### config.mk
export PLATFORM = sky130hd
export DESIGN_NAME = pfx_len_seq
export DESIGN_NICKNAME = d
export VERILOG_FILES = /design/src/rtl/pfx_len_pkg.sv /design/src/rtl/pfx_len_acc.sv /design/src/rtl/pfx_len_guard.sv /design/src/rtl/pfx_len_imm.sv /design/src/rtl/pfx_len_seq.sv
export SDC_FILE = /design/constraint.sdc
export NUM_CORES = 1
export LEC_CHECK = 0
export ABC_CLOCK_PERIOD_IN_PS = 5100
export BUFFER_PORTS_ARGS = -buffer_cell sky130_fd_sc_hd__buf_4
export CAP_MARGIN = 10
export CELL_PAD_IN_SITES_DETAIL_PLACEMENT = 0
export CELL_PAD_IN_SITES_GLOBAL_PLACEMENT = 1
export CORE_MARGIN = 3
export CORE_UTILIZATION = 47
export CTS_CLUSTER_SIZE = 25
export DETAILED_ROUTE_END_ITERATION = 16
export PLACE_DENSITY_LB_ADDON = 0.1
export SYNTH_ARGS = -nofsm -noshare
export SYNTH_HDL_FRONTEND = slang
export SYNTH_HIERARCHICAL = 1
export SYNTH_SLANG_ARGS = --single-unit
export TNS_END_PERCENT = 10
### constraint.sdc
create_clock -name clk -period 5.1 [get_ports clk]
set_input_delay 0.255 -clock clk [delete_from_list [all_inputs] [get_ports clk]]
set_output_delay 0.255 -clock clk [all_outputs]
set_load 0.02 [all_outputs]
### src/rtl/pfx_len_pkg.sv
package pfx_len_pkg;

   typedef enum logic [1:0] {
      K_OPC  = 2'd0,
      K_LOCK = 2'd1,
      K_REP  = 2'd2,
      K_SEG  = 2'd3
   } kind_e;

   typedef enum logic [1:0] {
      S_PFX    = 2'd0,
      S_IMM_LO = 2'd1,
      S_IMM_HI = 2'd2,
      S_DONE   = 2'd3
   } state_e;

   typedef struct packed {
      logic       lock;
      logic       rep;
      logic       repne;
      logic       seg_en;
      logic [1:0] seg;
   } pfx_t;

endpackage

### src/rtl/pfx_len_acc.sv
module pfx_len_acc
   import pfx_len_pkg::*;
#(
   parameter int DATA_W    = 8,
   parameter int SEG_LSB   = 3,
   parameter int REP_Z_BIT = 0
) (
   input  logic              clk,
   input  logic              rst_n,
   input  logic              take,
   input  logic              clr,
   input  kind_e             kind,
   input  logic [DATA_W-1:0] byte_in,
   output pfx_t              cur
);

   if (SEG_LSB + 2 > DATA_W) begin : g_bad_seg
      $error("segment field does not fit in the byte");
   end
   if (REP_Z_BIT >= DATA_W) begin : g_bad_z
      $error("repeat z bit outside the byte");
   end

   pfx_t nxt;

   always_comb begin
      nxt = cur;
      if (take) begin
         case (kind)
            K_LOCK: nxt.lock = 1'b1;
            K_REP: begin
               nxt.rep = 1'b1;
               if (!byte_in[REP_Z_BIT]) nxt.repne = 1'b1;
            end
            K_SEG: begin
               nxt.seg_en = 1'b1;
               nxt.seg    = byte_in[SEG_LSB +: 2];
            end
            default: ;
         endcase
      end
   end

   always_ff @(posedge clk or negedge rst_n) begin
      if (!rst_n)   cur <= '0;
      else if (clr) cur <= '0;
      else          cur <= nxt;
   end

   AST_REPNE_NEEDS_REP: assert property (@(posedge clk) disable iff (!rst_n)
      cur.repne |-> cur.rep);

   AST_CLR_EMPTIES: assert property (@(posedge clk) disable iff (!rst_n)
      clr |=> cur == '0);

endmodule

### src/rtl/pfx_len_guard.sv
module pfx_len_guard #(
   parameter int MAX_LEN = 15,
   parameter int LEN_W   = $clog2(MAX_LEN + 2)
) (
   input  logic             clk,
   input  logic             rst_n,
   input  logic             inc,
   input  logic             clr,
   output logic [LEN_W-1:0] cnt_nxt,
   output logic             over
);

   if (MAX_LEN < 2) begin : g_bad_max
      $error("MAX_LEN must be at least 2");
   end
   if ((1 << LEN_W) <= MAX_LEN + 1) begin : g_bad_w
      $error("LEN_W too narrow for MAX_LEN + 1");
   end

   logic [LEN_W-1:0] cnt;

   assign cnt_nxt = cnt + LEN_W'(1);
   assign over    = cnt_nxt > LEN_W'(MAX_LEN);

   always_ff @(posedge clk or negedge rst_n) begin
      if (!rst_n)   cnt <= '0;
      else if (clr) cnt <= '0;
      else if (inc) cnt <= cnt_nxt;
   end

   AST_CNT_BOUND: assert property (@(posedge clk) disable iff (!rst_n)
      cnt <= LEN_W'(MAX_LEN));

   AST_CNT_HOLD: assert property (@(posedge clk) disable iff (!rst_n)
      (!inc && !clr) |=> $stable(cnt));

endmodule

### src/rtl/pfx_len_imm.sv
module pfx_len_imm #(
   parameter int DATA_W      = 8,
   parameter bit SIGN_EXT_EN = 1'b1,
   localparam int IMM_W      = 2 * DATA_W
) (
   input  logic              clk,
   input  logic              rst_n,
   input  logic              lo_we,
   input  logic              sx,
   input  logic [DATA_W-1:0] byte_in,
   output logic [IMM_W-1:0]  imm_narrow,
   output logic [IMM_W-1:0]  imm_wide
);

   logic [DATA_W-1:0] lo_q;

   always_ff @(posedge clk or negedge rst_n) begin
      if (!rst_n)     lo_q <= '0;
      else if (lo_we) lo_q <= byte_in;
   end

   assign imm_wide = {byte_in, lo_q};

   if (SIGN_EXT_EN) begin : g_sext
      assign imm_narrow = sx ? {{DATA_W{byte_in[DATA_W-1]}}, byte_in}
                             : {{DATA_W{1'b0}}, byte_in};
   end else begin : g_zext
      logic unused_sx;
      assign unused_sx  = sx;
      assign imm_narrow = {{DATA_W{1'b0}}, byte_in};
   end

endmodule

### src/rtl/pfx_len_seq.sv
module pfx_len_seq
   import pfx_len_pkg::*;
#(
   parameter int  MAX_LEN = 15,
   localparam int LEN_W   = $clog2(MAX_LEN + 2)
) (
   input  logic             clk,
   input  logic             rst_n,
   input  logic             in_valid,
   output logic             in_ready,
   input  logic [7:0]       in_byte,
   input  logic [1:0]       cls_kind,
   input  logic             cls_has_imm,
   input  logic             cls_w,
   input  logic             cls_s,
   output logic             res_done,
   output logic             res_invalid,
   output logic             res_lock,
   output logic             res_rep,
   output logic             res_repne,
   output logic             res_seg_en,
   output logic [1:0]       res_seg,
   output logic [15:0]      res_imm,
   output logic [LEN_W-1:0] res_len
);

   localparam int DATA_W = 8;

   state_e           state, state_nxt;
   logic             hs, finish, pfx_take, lo_we, arm_imm;
   logic             wide_q, sx_q;
   logic [LEN_W-1:0] cnt_nxt;
   logic             over;
   pfx_t             pfx_cur;
   logic [15:0]      imm_narrow, imm_wide, imm_sel;
   kind_e            kind;

   assign kind     = kind_e'(cls_kind);
   assign in_ready = (state != S_DONE);
   assign hs       = in_valid && in_ready;
   assign res_done = (state == S_DONE);

   always_comb begin
      state_nxt = state;
      finish    = 1'b0;
      pfx_take  = 1'b0;
      lo_we     = 1'b0;
      arm_imm   = 1'b0;
      imm_sel   = '0;
      case (state)
         S_PFX: if (hs) begin
            if (over)                finish = 1'b1;
            else if (kind != K_OPC)  pfx_take = 1'b1;
            else if (cls_has_imm) begin
               arm_imm   = 1'b1;
               state_nxt = S_IMM_LO;
            end else                 finish = 1'b1;
         end
         S_IMM_LO: if (hs) begin
            if (over) finish = 1'b1;
            else if (wide_q) begin
               lo_we     = 1'b1;
               state_nxt = S_IMM_HI;
            end else begin
               finish  = 1'b1;
               imm_sel = imm_narrow;
            end
         end
         S_IMM_HI: if (hs) begin
            finish  = 1'b1;
            imm_sel = imm_wide;
         end
         default: state_nxt = S_PFX;
      endcase
      if (finish) state_nxt = S_DONE;
   end

   always_ff @(posedge clk or negedge rst_n) begin
      if (!rst_n) begin
         state  <= S_PFX;
         wide_q <= 1'b0;
         sx_q   <= 1'b0;
      end else begin
         state <= state_nxt;
         if (arm_imm) begin
            wide_q <= cls_w && !cls_s;
            sx_q   <= cls_s;
         end
      end
   end

   always_ff @(posedge clk or negedge rst_n) begin
      if (!rst_n) begin
         res_invalid <= 1'b0;
         res_lock    <= 1'b0;
         res_rep     <= 1'b0;
         res_repne   <= 1'b0;
         res_seg_en  <= 1'b0;
         res_seg     <= '0;
         res_imm     <= '0;
         res_len     <= '0;
      end else if (finish) begin
         res_invalid <= over;
         res_lock    <= !over && pfx_cur.lock;
         res_rep     <= !over && pfx_cur.rep;
         res_repne   <= !over && pfx_cur.repne;
         res_seg_en  <= !over && pfx_cur.seg_en;
         res_seg     <= over ? 2'b00 : pfx_cur.seg;
         res_imm     <= over ? 16'h0000 : imm_sel;
         res_len     <= over ? '0 : cnt_nxt;
      end
   end

   pfx_len_acc #(.DATA_W(DATA_W), .SEG_LSB(3), .REP_Z_BIT(0)) u_acc (
      .clk(clk), .rst_n(rst_n), .take(pfx_take), .clr(finish),
      .kind(kind), .byte_in(in_byte), .cur(pfx_cur)
   );

   pfx_len_guard #(.MAX_LEN(MAX_LEN), .LEN_W(LEN_W)) u_guard (
      .clk(clk), .rst_n(rst_n), .inc(hs), .clr(finish),
      .cnt_nxt(cnt_nxt), .over(over)
   );

   pfx_len_imm #(.DATA_W(DATA_W), .SIGN_EXT_EN(1'b1)) u_imm (
      .clk(clk), .rst_n(rst_n), .lo_we(lo_we), .sx(sx_q),
      .byte_in(in_byte), .imm_narrow(imm_narrow), .imm_wide(imm_wide)
   );

   AST_DONE_PULSE: assert property (@(posedge clk) disable iff (!rst_n)
      res_done |=> !res_done);

   AST_INVALID_ZERO: assert property (@(posedge clk) disable iff (!rst_n)
      (res_done && res_invalid) |-> (res_len == '0 && res_imm == 16'h0 &&
         !res_lock && !res_rep && !res_repne && !res_seg_en && res_seg == 2'b00));

   AST_LEN_RANGE: assert property (@(posedge clk) disable iff (!rst_n)
      (res_done && !res_invalid) |-> (res_len >= LEN_W'(1) && res_len <= LEN_W'(MAX_LEN)));

   AST_HI_AFTER_LO: assert property (@(posedge clk) disable iff (!rst_n)
      (state == S_IMM_HI) |-> ($past(state) == S_IMM_LO || $past(state) == S_IMM_HI));

   AST_REP_PAIR_OUT: assert property (@(posedge clk) disable iff (!rst_n)
      res_done |-> (!res_repne || res_rep));

endmodule

==> summary.txt, run 1 <==
Cells and area
  • Fill cells: a little under 500
  • Commonest non-fill, non-tap cells in the layout: dfrtp_1 (51), buf_4 (45), nand2_1 (23)
  • Nets: between 200 and 300
  • Final Non-Filler Cells: ~330
  • Syn-to-layout area delta: 11.5%
  • Share of cells above drive strength 1: around 28%
  • Commonest non-fill, non-tap cell in the layout: dfrtp_1
  • Antenna diodes: 0

Pwr
  • PD cells: between 500 and 600 nW/um^2
  • Peak supply drop: 0.298 mV
  • P_leak: ~0.0014 uW

Timing
  • Setup violators final: 0
  • Tmin final: about 3000 ps
  • Slew Viols, Final: 0
  • Least-Margin Pin Slew: ~1100 ps
  • Fmax: about 330 MHz
  • Fin Setup TNS: 0 ps
  • Final Skew: around 13 ps
  • RSZ-0062 raised after global routing: no
  • Worst slew margin: 27.2%
  • Fin. Hold Viols: 0
  • Period Utilization, post-route: 59.1%

Clock network
  • Inserted Clock Buffers: 5
  • Resize count post-CTS: 0
  • Hold Buf Count CTS: 1
  • Clock transition at path regs: roughly 100 ps
  • Clk Latency, worst-skew pair: approximately 310 ps
  • CTS tree: built
  • Clock buffer depth: 2
  • H-tree depth: 2
  • CTS sink cnt: between 50 and 60
  • Root Buffer Master: clkbuf_8
  • Post-CTS Setup Inserts: 0

Placed design
  • Placer congestion estimate: ~0.85
  • Port Buffers: between 40 and 50
  • Post-DP HPWL: between 3000 and 4000 um
  • Inst Count DP: around 320

Critical path
  • Buf+Inv Stages, Crit Path: 1
  • CP Max Fanout: 32
  • Crit. End Element: flip-flop
  • Worst-path cell chain: ha_1 > nand3_2 > xnor2_2 > a41o_1 > nand2b_4 > a22oi_2 > a21o_2 > inv_1 > nand2b_1 > mux2i_1
  • Critical path type: reg2reg
  • Crit path required time: between 5000 and 6000 ps
  • CP arrival: about 3300 ps
  • Crit start category: flip-flop
  • Crit path max-delay family: compound AO/OA/AOI/OAI gates
  • CP max stage delay: between 500 and 600 ps
  • Worst path slowest cell: a21o_2

Global route
  • Vias in the first global route: ~1700
  • Antenna violations before repair: 0
  • Gr ovfl total: 0
  • Largest net degree at the start of global routing: 52
  • First-pass GRT wire length: 8590 um
  • Total GRT Usage: between 10% and 20%

Floorplan
  • Row count: 26
  • DIE AREA: ~6400 um^2
  • Top Ports: 46
  • Core region area: roughly 5200 um^2
  • DIE WIDTH: roughly 80 um
  • Die height: about 80 um
  • Initial Util: between 40% and 50%

Synthesis
  • Sequential share of the synthesized area: between 40% and 50%
  • Avg Inst Size Synth: 10.9 um^2
  • Mapped Nets: 259
  • Cell count after synthesis: between 200 and 250
  • Area of the mapped netlist: approximately 2600 um^2
  • Distinct cells, synth: 42
  • Flops & latches, synth: a little over 50
  • Synth warnings: 6

Hold path
  • Hold crit path type: in2reg

Run
  • Max Cap Viol: 0

Drt
  • Routed wire length: 5100 um
  • Drt drc: 0
  • Drt wl/cell: around 16 um
  • Pre-antenna DRT Iters: 4
  • Via count: around 1700
  • Number of nets with antenna violations after routing: 0
  • Vias/cell: around 5.3
  • Initial detailed-routing violation count: 81

Run status
  • Status: finished, final reports clean
==> power breakdown <==
group	total, uW	internal, uW	switching (uW)
clock	283	146	137
combinational	744	308	436
sequential	647	541	106
==> worst reg2reg max path: cells and delay by family, from the launching register on <==
kind | cells | cell delay, ps
flip-flops | 1 | 450
AND/OR/NAND/NOR | 3 | 490
XOR/XNOR | 1 | 160
AO/OA/AOI/OAI | 3 | 1070
buffers and inverters | 1 | 360
multiplexers | 1 | 130
adder cells (fa/ha/maj) | 1 | 280
==> state kept, by name, indices dropped and copies added, names as in the netlist <==
register     flops
res_seg          2
res_seg_en       1
res_lock         1
wide_q           1
res_rep          1
u_acc/cur        6
res_imm         16
res_len          5
u_imm/lo_q       8
res_repne        1
sx_q             1
res_invalid      1
state            2
u_guard/cnt      5
==> layout make-up <==
type	instances	area, um^2	area share (%)
multi-input combinational	141	1020	35.3
timing repair buffer	46	348	12.1
clock inverter	3	43.8	1.52
tap	70	87.6	3.04
inverter	11	41.3	1.43
clock buffer	5	68.8	2.39
sequential	51	1280	44.2
==> logic make-up after synthesis <==
family          share of synthesized area (%)
buf+inv                                  11.3
simple gates                             11.4
mux                                      5.85
xor+xnor                                 2.66
flops                                    49.3
compound gates                           16.6
fa+ha+maj                                2.90
==> final timing paths <==
check / slack [ps] / from / to / cells past startpoint
max: 2090 / u_guard/cnt[0] / u_acc/cur[0] / 10
min: 190 / in_byte[1] / u_imm/lo_q[1] / 2
max reg2reg: 2090 / u_guard/cnt[0] / u_acc/cur[0] / 10
min reg2reg: 490 / res_imm[2] / res_imm[2] / 2
max in group asynchronous: 4160 / rst_n / wide_q / 2
min in group asynchronous: 510 / rst_n / res_lock / 2
==> per-layer routing <==
metal | track usage [%] | up-vias | routed length, um | share of wire, %
met5 | 0 | - | 0 | 0
met4 | 5.07 | 0 | 59 | 1.2
met3 | 2.69 | 5 | 208 | 4.1
met2 | 25.9 | 42 | 2310 | 45
met1 | 25.1 | 850 | 2520 | 49
li1 | - | 841 | - | -
==> through the flow <==
stage          worst slack, ps  util [%]  hold slack, ps  instance area (um^2)  total power, uW
2_1_floorplan             2790         -           -40.6                  2590             1200
3_3_place_gp              2170      53.1             327                  2760             1390
3_5_place_dp              2070      53.1             328                  2760             1400
4_1_cts                   2070      55.4             180                  2890             1690
5_1_grt                   1780      55.4             180                  2890             1790
6_report                  2090      55.4             190                  2890             1670
==> synthesized netlist by cell type, drive strengths merged <==
cell     instances  area, um^2
xnor2            3        33.8
a21o             1        8.76
nand4            3        18.8
dfrtp           51        1280
a41o             1        10.0
and2             1        6.26
ha               6        75.1
a22o            11        96.3
inv             11        41.3
nand4bb          1        11.3
mux2i            2        20.0
a211oi           2        15.0
o21a             1        7.51
nand3b           2        15.0
a31oi            3        18.8
clkbuf           2        7.51
nor2            12        55.1
xor2             4        35.0
a21oi            4        20.0
a21boi           1        7.51
buf             32         244
a41oi            1        8.76
and3             2        17.5
mux2             9         131
nand3            3        20.0
o21ai           19        95.1
nand2b           7        58.8
nand2           23        86.3
a2bb2oi          1        8.76
a22oi           17         133
nor2b            1        6.26
No activity file was read; power rests on OpenSTA's default activity.
==> inputs of run 2 (changes only) <==
ABC_CLOCK_PERIOD_IN_PS = 3140   (was 5100)
CORE_UTILIZATION = 43   (was 47)
clock period = 3.14 ns   (was 5.1 ns; I/O delays follow)
==> run 2 against run 1 <==
Effect of this change:
- via count shrank 1.8%
- non-clock buffer count grew 4
- final cell count grew 1.8%
- die area grew 8.6%
- sequential cell count is the same
- global-route usage shrank 1.8 points
- first-iteration DRC count grew 69%
- sequential power grew 61%
- utilization shrank 4.4 points
- maximum frequency grew 13%
- highest routed layer unchanged
==> summary.txt, run 2 (synthesis gave the netlist of run 1 again) <==
Run status
  • Status: finished, final reports clean

Critical path
  • Crit path required time: ~3400 ps
  • Crit path max-delay family: compound AO/OA/AOI/OAI gates
  • Worst-path cell chain: ha_1 > nand3_2 > xnor2_2 > a41o_1 > nand2b_4 > a22oi_2 > a21o_2 > inv_1 > nand2b_1 > mux2i_1
  • CP Max Fanout: 16
  • CP arrival: between 2000 and 3000 ps
  • CP max stage delay: between 400 and 500 ps
  • Crit. End Element: flip-flop
  • Crit start category: flip-flop
  • Worst path slowest cell: dfrtp_1
  • Buf+Inv Stages, Crit Path: 1
  • Critical path type: reg2reg

Drt
  • Initial detailed-routing violation count: between 100 and 150
  • Vias/cell: between 5 and 6
  • Drt wl/cell: around 15 um
  • Via count: 1707
  • Routed wire length: around 4900 um
  • Number of nets with antenna violations after routing: 0
  • Drt drc: 0
  • Pre-antenna DRT Iters: 4

Timing
  • Worst slew margin: 58.4%
  • Final Skew: around 4.6 ps
  • Fmax: 376 MHz
  • Fin Setup TNS: 0 ps
  • Fin. Hold Viols: 0
  • Slew Viols, Final: 0
  • Final worst slack: around 480 ps
  • Least-Margin Pin Slew: 624 ps
  • RSZ-0062 raised after global routing: no
  • Period Utilization, post-route: a little over four fifths
  • Setup violators final: 0
  • Tmin final: ~2700 ps

Cells and area
  • Antenna diodes: 0
  • Final Non-Filler Cells: 333
  • Area of the multi-input gates: 1020 um^2
  • Share of cells above drive strength 1: between 20% and 30%
  • Max reg flops: 16
  • Syn-to-layout area delta: 11.8%
  • Commonest non-fill, non-tap cell in the layout: dfrtp_1
  • Commonest non-fill, non-tap cells in the layout: dfrtp_1 (51), buf_4 (49), nand2_1 (23)
  • Top Registers: res_imm x16, u_imm/lo_q x8, u_acc/cur x6
  • Register area: roughly 1300 um^2
  • Reg with most FFs: res_imm
  • Nets: 282
  • Fill cells: between 500 and 600

Pwr
  • P_leak: about 0.0014 uW
  • PD cells: between 900 and 1000 nW/um^2
  • Peak supply drop: approximately 0.39 mV
  • Final Power: ~2600 uW

Placed design
  • Inst Count DP: about 320
  • Placer congestion estimate: between 0.7 and 0.8
  • Port Buffers: 45
  • Setup WS pre-CTS: between 500 and 600 ps
  • Post-DP HPWL: 3360 um

Clock network
  • Clk Latency, worst-skew pair: about 300 ps
  • Hold Buf Count CTS: 1
  • CTS tree: built
  • Root Buffer Master: clkbuf_8
  • CTS sink cnt: 51
  • Inserted Clock Buffers: 5
  • Resize count post-CTS: 0
  • H-tree depth: 2
  • Post-CTS Setup Inserts: 0
  • Clock buffer depth: 2
  • Clock transition at path regs: 90 ps

Floorplan
  • Initial Util: a little under half
  • DIE WIDTH: approximately 84 um
  • Core region area: between 5000 and 6000 um^2
  • Die height: around 84 um
  • Row count: 27
  • DIE AREA: 6990 um^2
  • Top Ports: 46

Hold path
  • Hold crit path type: in2reg

Global route
  • Antenna violations before repair: 0
  • Total GRT Usage: approximately 15%
  • Largest net degree at the start of global routing: between 50 and 60
  • First-pass GRT wire length: about 8700 um
  • Gr ovfl total: 0
  • Vias in the first global route: 1671

Run
  • Max Cap Viol: 0
## run 2: metal layers
metal  routed length, um  track usage (%)  vias to the layer above
li1                    -                -                      854
met4                  74             5.26                        0
met2                2160             22.8                       42
met1                2440             21.8                      804
met3                 238             3.46                        7
met5                   0                0                        -
## run 2: final timing paths
kind                            slack, ps  cells past startpoint       endpoint      startpoint
worst max-delay path                  480                     10   u_acc/cur[0]  u_guard/cnt[0]
worst min-delay path                   90                      2           sx_q           cls_s
worst max register to register        480                     10   u_acc/cur[0]  u_guard/cnt[0]
worst min register to register        490                      2     res_imm[1]      res_imm[1]
max in group asynchronous            2320                      2  u_imm/lo_q[6]           rst_n
min in group asynchronous             410                      2       res_lock           rst_n
## run 2: area by class of cell
type                    instances  area share [%]
inverters                      11            1.43
clock buffers                   5            2.38
clock inverters                 3           0.692
multi-input cells             141            35.2
flip-flops and latches         51            44.1
repair buffers                 50            13.1
well taps                      72            3.11
## run 2: power by group
group          switching, uW  internal [uW]
Combinational            709            526
Clock                    214            155
Sequential               162            878
## run 2: worst register-to-register path, cell delays in order, from the launching register on
cell	delay, ps
dfrtp_1	460
ha_1	270
nand3_2	110
xnor2_2	150
a41o_1	260
nand2b_4	150
a22oi_2	230
a21o_2	360
inv_1	270
nand2b_1	210
mux2i_1	120
## run 2: stage by stage
step | utilization, % | hold WS (ps) | cell area (um^2)
2_1_floorplan | - | -139 | 2590
3_3_place_gp | 49.3 | 227 | 2800
3_5_place_dp | 49.3 | 224 | 2800
4_1_cts | 51.0 | 77.2 | 2890
5_1_grt | 51.0 | 86.2 | 2890
6_report | 51.0 | 85.9 | 2890
